[config.mk]
export PLATFORM = sky130hd
export DESIGN_NAME = bsreg_port
export DESIGN_NICKNAME = d
export VERILOG_FILES = /design/src/rtl/bsreg_pkg.sv /design/src/rtl/bsreg_wr_asm.sv /design/src/rtl/bsreg_word_reg.sv /design/src/rtl/bsreg_rd_sel.sv /design/src/rtl/bsreg_port.sv
export SDC_FILE = /design/constraint.sdc
export NUM_CORES = 1
export LEC_CHECK = 0
export ABC_AREA = 1
export BUFFER_PORTS_ARGS = -buffer_cell sky130_fd_sc_hd__buf_2
export CORE_UTILIZATION = 59
export DETAILED_ROUTE_END_ITERATION = 10
export PLACE_DENSITY = 0.84
export SLEW_MARGIN = 20
export SYNTH_ARGS = -nofsm -noshare
export SYNTH_HDL_FRONTEND = slang
export SYNTH_HIERARCHICAL = 1
export SYNTH_SLANG_ARGS = --single-unit
[constraint.sdc]
create_clock -name clk -period 4.2 [get_ports clk]
set_clock_uncertainty 0.15 [all_clocks]
set_input_delay 1.26 -clock clk [delete_from_list [all_inputs] [get_ports clk]]
set_output_delay 1.26 -clock clk [all_outputs]
set_load 0.02 [all_outputs]
[src/rtl/bsreg_pkg.sv]
package bsreg_pkg;
   typedef enum logic {
      STG_SHIFT = 1'b0,
      STG_INDEX = 1'b1
   } stage_style_e;

   function automatic int unsigned lanes_of(input int unsigned word_w, input int unsigned lane_w);
      return word_w / lane_w;
   endfunction
endpackage

[src/rtl/bsreg_wr_asm.sv]
module bsreg_wr_asm
   import bsreg_pkg::*;
#(
   parameter int unsigned REG_W  = 32,
   parameter int unsigned BYTE_W = 8,
   parameter stage_style_e STYLE = STG_SHIFT,
   localparam int unsigned NB    = lanes_of(REG_W, BYTE_W),
   localparam int unsigned CW    = (NB > 1) ? $clog2(NB) : 1,
   localparam int unsigned SW    = REG_W - BYTE_W
) (
   input  logic              clk,
   input  logic              rst,
   input  logic              wr_en,
   input  logic              wr_valid,
   input  logic              wr_sof,
   input  logic [BYTE_W-1:0] wr_data,
   output logic              wr_ready,
   output logic              commit_vld,
   output logic [REG_W-1:0]  commit_word
);
   logic          rdy_q;
   logic [CW-1:0] cnt_q;
   logic [CW-1:0] pos;
   logic [SW-1:0] stage_q;
   logic          take;
   logic          last;

   assign take = wr_en & wr_valid & rdy_q;
   assign pos  = wr_sof ? '0 : cnt_q;
   assign last = (pos == CW'(NB - 1));

   always_ff @(posedge clk) begin
      if (rst) rdy_q <= 1'b0;
      else     rdy_q <= wr_en;
   end

   always_ff @(posedge clk) begin
      if (rst)             cnt_q <= '0;
      else if (take) begin
         if (last)         cnt_q <= '0;
         else              cnt_q <= pos + CW'(1);
      end
   end

   generate
      if (STYLE == STG_SHIFT) begin : g_shift
         if (SW > BYTE_W) begin : g_wide
            always_ff @(posedge clk) begin
               if (rst)               stage_q <= '0;
               else if (take && !last) stage_q <= {wr_data, stage_q[SW-1:BYTE_W]};
            end
         end else begin : g_narrow
            always_ff @(posedge clk) begin
               if (rst)               stage_q <= '0;
               else if (take && !last) stage_q <= wr_data;
            end
         end
      end else begin : g_index
         for (genvar g = 0; g < NB - 1; g++) begin : g_lane
            always_ff @(posedge clk) begin
               if (rst)
                  stage_q[g*BYTE_W +: BYTE_W] <= '0;
               else if (take && (pos == CW'(g)))
                  stage_q[g*BYTE_W +: BYTE_W] <= wr_data;
            end
         end
      end
   endgenerate

   assign wr_ready    = rdy_q;
   assign commit_vld  = take & last;
   assign commit_word = {wr_data, stage_q};
endmodule

[src/rtl/bsreg_word_reg.sv]
module bsreg_word_reg #(
   parameter int unsigned       REG_W     = 32,
   parameter logic [REG_W-1:0]  RESET_VAL = '0
) (
   input  logic             clk,
   input  logic             rst,
   input  logic             commit_vld,
   input  logic [REG_W-1:0] commit_word,
   output logic [REG_W-1:0] word_q
);
   always_ff @(posedge clk) begin
      if (rst)             word_q <= RESET_VAL;
      else if (commit_vld) word_q <= commit_word;
   end
endmodule

[src/rtl/bsreg_rd_sel.sv]
module bsreg_rd_sel
   import bsreg_pkg::*;
#(
   parameter int unsigned REG_W  = 32,
   parameter int unsigned BYTE_W = 8,
   localparam int unsigned NB    = lanes_of(REG_W, BYTE_W),
   localparam int unsigned CW    = (NB > 1) ? $clog2(NB) : 1
) (
   input  logic              clk,
   input  logic              rst,
   input  logic              rd_en,
   input  logic              rd_ready,
   input  logic [REG_W-1:0]  word,
   output logic              rd_valid,
   output logic              rd_sof,
   output logic              rd_eof,
   output logic [BYTE_W-1:0] rd_data
);
   logic              vld_q;
   logic [CW-1:0]     idx_q;
   logic              give;
   logic [BYTE_W-1:0] lane [NB];

   assign give = rd_en & vld_q & rd_ready;

   always_ff @(posedge clk) begin
      if (rst) vld_q <= 1'b0;
      else     vld_q <= rd_en;
   end

   always_ff @(posedge clk) begin
      if (rst)       idx_q <= '0;
      else if (give) idx_q <= (idx_q == CW'(NB - 1)) ? '0 : idx_q + CW'(1);
   end

   for (genvar g = 0; g < NB; g++) begin : g_lane
      assign lane[g] = word[g*BYTE_W +: BYTE_W];
   end

   assign rd_data  = lane[idx_q];
   assign rd_sof   = (idx_q == '0);
   assign rd_eof   = (idx_q == CW'(NB - 1));
   assign rd_valid = vld_q;
endmodule

[src/rtl/bsreg_port.sv]
module bsreg_port
   import bsreg_pkg::*;
#(
   parameter int unsigned  REG_W  = 32,
   parameter int unsigned  BYTE_W = 8,
   parameter stage_style_e STYLE  = STG_SHIFT
) (
   input  logic              clk,
   input  logic              rst,
   input  logic              wr_en,
   input  logic              wr_valid,
   input  logic              wr_sof,
   input  logic [BYTE_W-1:0] wr_data,
   output logic              wr_ready,
   input  logic              rd_en,
   input  logic              rd_ready,
   output logic              rd_valid,
   output logic              rd_sof,
   output logic              rd_eof,
   output logic [BYTE_W-1:0] rd_data,
   output logic [REG_W-1:0]  reg_value
);
   localparam int unsigned NB = lanes_of(REG_W, BYTE_W);

   if (BYTE_W == 0 || (REG_W % BYTE_W) != 0) begin : g_bad_width
      $error("bsreg_port: REG_W must be a whole number of bytes");
   end
   if (NB < 2) begin : g_bad_count
      $error("bsreg_port: at least two bytes per word are required");
   end

   logic             commit_vld;
   logic [REG_W-1:0] commit_word;
   logic [REG_W-1:0] word_q;

   bsreg_wr_asm #(.REG_W(REG_W), .BYTE_W(BYTE_W), .STYLE(STYLE)) wr_i (
      .clk(clk), .rst(rst), .wr_en(wr_en), .wr_valid(wr_valid),
      .wr_sof(wr_sof), .wr_data(wr_data), .wr_ready(wr_ready),
      .commit_vld(commit_vld), .commit_word(commit_word)
   );

   bsreg_word_reg #(.REG_W(REG_W)) reg_i (
      .clk(clk), .rst(rst), .commit_vld(commit_vld),
      .commit_word(commit_word), .word_q(word_q)
   );

   bsreg_rd_sel #(.REG_W(REG_W), .BYTE_W(BYTE_W)) rd_i (
      .clk(clk), .rst(rst), .rd_en(rd_en), .rd_ready(rd_ready),
      .word(word_q), .rd_valid(rd_valid), .rd_sof(rd_sof),
      .rd_eof(rd_eof), .rd_data(rd_data)
   );

   assign reg_value = word_q;
endmodule

==> results.py <==
metrics = {
    "logic_synthesis": {
        "ys_warn_count": 6,
        "synth.top_cell.area_share_pct": 40.5,
        "synth_area_leaders": "dfxtp_1 (41%), nand2_1 (18%), nor2_1 (16%), inv_1 (8.8%), buf_6 (4.8%)",
        "synth_area_sq_um": 3060,
        "synthFlopType": "dfxtp_1",
        "yosysSeqAreaShare_pct": 40.5,
        "syn_area_per_cell_sq_um": 6.35,
        "synth_seq_cells": 62,
        "synthTopCellsByCount": "nand2_1 (143), nor2_1 (130), inv_1 (72)",
        "synth_nets": 500,
        "postSynthCellCount": 482,
        "async_flop_share_pct": 0,
        "yosys.area.top_type": "dfxtp_1",
        "synth.most_common_cell": "nand2_1",
        "synth_edf_count": 0,
        "yosysUniqueCellTypes": 19,
    },
    "setup_path": {
        "cp_cell_sequence": "buf_4 > nor2_1 > o21ai_1 > buf_2",
        "worst-path-buf-inv": 2,
        "crit_family": "flip-flops",
        "crit_slowest_cell": "dfxtp_1",
        "crit_type": "reg2out",
        "cp_data_arrival_time_ps": 1620,
        "endpoint_kind": "output port",
        "critPathLaunchType": "flip-flop",
        "path_max_fanout": 18,
        "worstPathRequired_ps": 2790,
        "cp_slowest_stage_delay_ps": 540,
    },
    "place": {
        "dp_slack_ps": 878,
        "place.gp.congestion": 0.859,
        "portBuffers": 58,
        "dpl.hpwl_um": 4620,
    },
    "sta": {
        "period_needed_ps": 3030,
        "rsz0062_at_grt": "no",
        "min_period_over_period_pct": 72.2,
        "tightestPinTransition_ps": 962,
        "finalSetupTns_ps": 0,
        "slew_headroom_pct": 35.8,
        "hold_violations": 0,
        "finalSetupViolations": 0,
        "drv_slew": 0,
        "fmax_mhz": 330,
        "worst_slack_ps": 1170,
    },
    "routing": {
        "wl_per_cell_um": 11.3,
        "vias": 2846,
        "via_per_inst": 4.78,
        "drtPass1Iterations": 5,
        "drt_iter0_markers": 236,
        "wirelength_um": 6700,
        "drc": 0,
        "antenna_left": 0,
    },
    "global_route": {
        "grt_pass1_wl_um": 10900,
        "grt_overflow": 0,
        "grt_pass1_vias": 2531,
        "antenna_found_initial": 0,
        "grt_usage_pct": 26.2,
        "grt_max_degree": 65,
    },
    "floorplanning": {
        "rows": 25,
        "die_w_um": 74.0,
        "ios": 59,
        "initial_core_util_pct": 63.1,
        "dieArea_sq_um": 5480,
        "chipHeight_um": 74.0,
        "core-area_sq_um": 4850,
    },
    "finish": {
        "final_nets": 541,
        "syn_to_final_growth_pct": 10.5,
        "n_antenna_cell": 0,
        "drive_gt1_share_pct": 15.5,
    },
    "clock_network": {
        "cts_tree": "done",
        "post_cts_buffers": 0,
        "cts_buffers": 9,
        "clk_path_buf_depth": 2,
        "cts_root_buffer": "clkbuf_8",
        "hold_buffers": 0,
        "htree_levels": 3,
        "clk_latency_ps": 340,
        "cts.reportedPaths.clkPinSlew_ps": 60,
        "cts_resized": 0,
        "cts_num_sinks": 62,
    },
    "pwr": {
        "power.density_nw_per_um2": 346,
        "p_leak_nw": 1.66,
        "ir_worst_vdd_mv": 0.209,
    },
    "worst_hold_path": {
        "hold_class": "reg2reg",
    },
    "job": {
        "drv_cap": 0,
    },
    "outcome": {
        "status": "completed",
    },
}
layout make-up:
type                    instances  area, sq um
fillers                       436         1470
flip-flops and latches         62         1240
clock buffers                  13          169
inverters                      74          278
clock inverters                 3         17.5
well taps                      67         83.8
multi-input cells             316         1290
repair buffers                 60          305
per-layer routing:
| layer | vias up | track usage (%) | share of wire (%) |
|---|---|---|---|
| li1 | 1478 | - | - |
| met1 | 1258 | 32.9 | 46 |
| met2 | 94 | 43.3 | 46 |
| met3 | 16 | 4.61 | 5.9 |
| met4 | 0 | 12.8 | 2.1 |
| met5 | - | 0 | 0 |
cell families (layout without fill, tap and decap cells):
logic type	after synthesis	count (layout)	synth area share, %
fa+ha+maj	3	3	1.23
flops	62	62	40.5
simple gates	303	303	39.0
buf+inv	104	150	17.6
compound gates	10	10	1.63
path summary, 6_finish.rpt:
check	from	to	cells past startpoint	slack, ps
worst max-delay path	rd_i/idx_q[0]	rd_data[7]	4	1170
worst max register to register	wr_i/cnt_q[0]	reg_i/word_q[14]	9	1850
worst min-delay path	reg_i/word_q[30]	reg_i/word_q[30]	2	330
worst min register to register	reg_i/word_q[30]	reg_i/word_q[30]	2	330
worst min-delay path, stage by stage (launching register included):
cell     delay, ps
dfxtp_1        320
nor2_1          80
nor2_1          50
registers in the layout, summed over array words and instances (netlist names):
name	cells
rd_i/idx_q	2
reg_i/word_q	32
rd_i/rd_valid	1
wr_i/cnt_q	2
wr_i/wr_ready	1
wr_i/stage_q	24
per-stage QoR:
stage | std cells | power, W | area [sq um] | util (%) | hold WS [ps]
floorplan | 482 | 0.000686 | 3060 | - | 289
global placement | 579 | 0.000699 | 3200 | 65.9 | 303
detailed placement | 579 | 0.000701 | 3200 | 65.9 | 322
CTS | 595 | 0.00118 | 3380 | 69.8 | 337
global route | 595 | 0.00122 | 3380 | 69.8 | 355
finish | 595 | 0.00117 | 3380 | 69.8 | 335
power breakdown:
group | switching (W) | internal [W] | leakage [nW]
registers | 0.00000785 | 0.000598 | 0.502
logic | 0.0000539 | 0.0000294 | 1.06
clock network | 0.000223 | 0.000261 | 0.0954
total | 0.000284 | 0.000888 | 1.66
layout by cell type, fill, tap and decap left out:
| master | count |
|---|---|
| inv_2 | 2 |
| nor2_4 | 3 |
| dfxtp_1 | 62 |
| nor2_1 | 129 |
| o21ai_0 | 1 |
| nor3_1 | 1 |
| clkinvlp_4 | 1 |
| clkbuf_1 | 1 |
| clkinv_2 | 2 |
| nand3_2 | 1 |
| nand3_1 | 25 |
| buf_4 | 2 |
| o21ai_1 | 8 |
| nor2_2 | 1 |
| buf_2 | 58 |
| a21oi_1 | 1 |
| ha_1 | 3 |
| inv_1 | 72 |
| clkbuf_8 | 12 |
| nand2_1 | 143 |
Power figures use the tool's default switching activity.
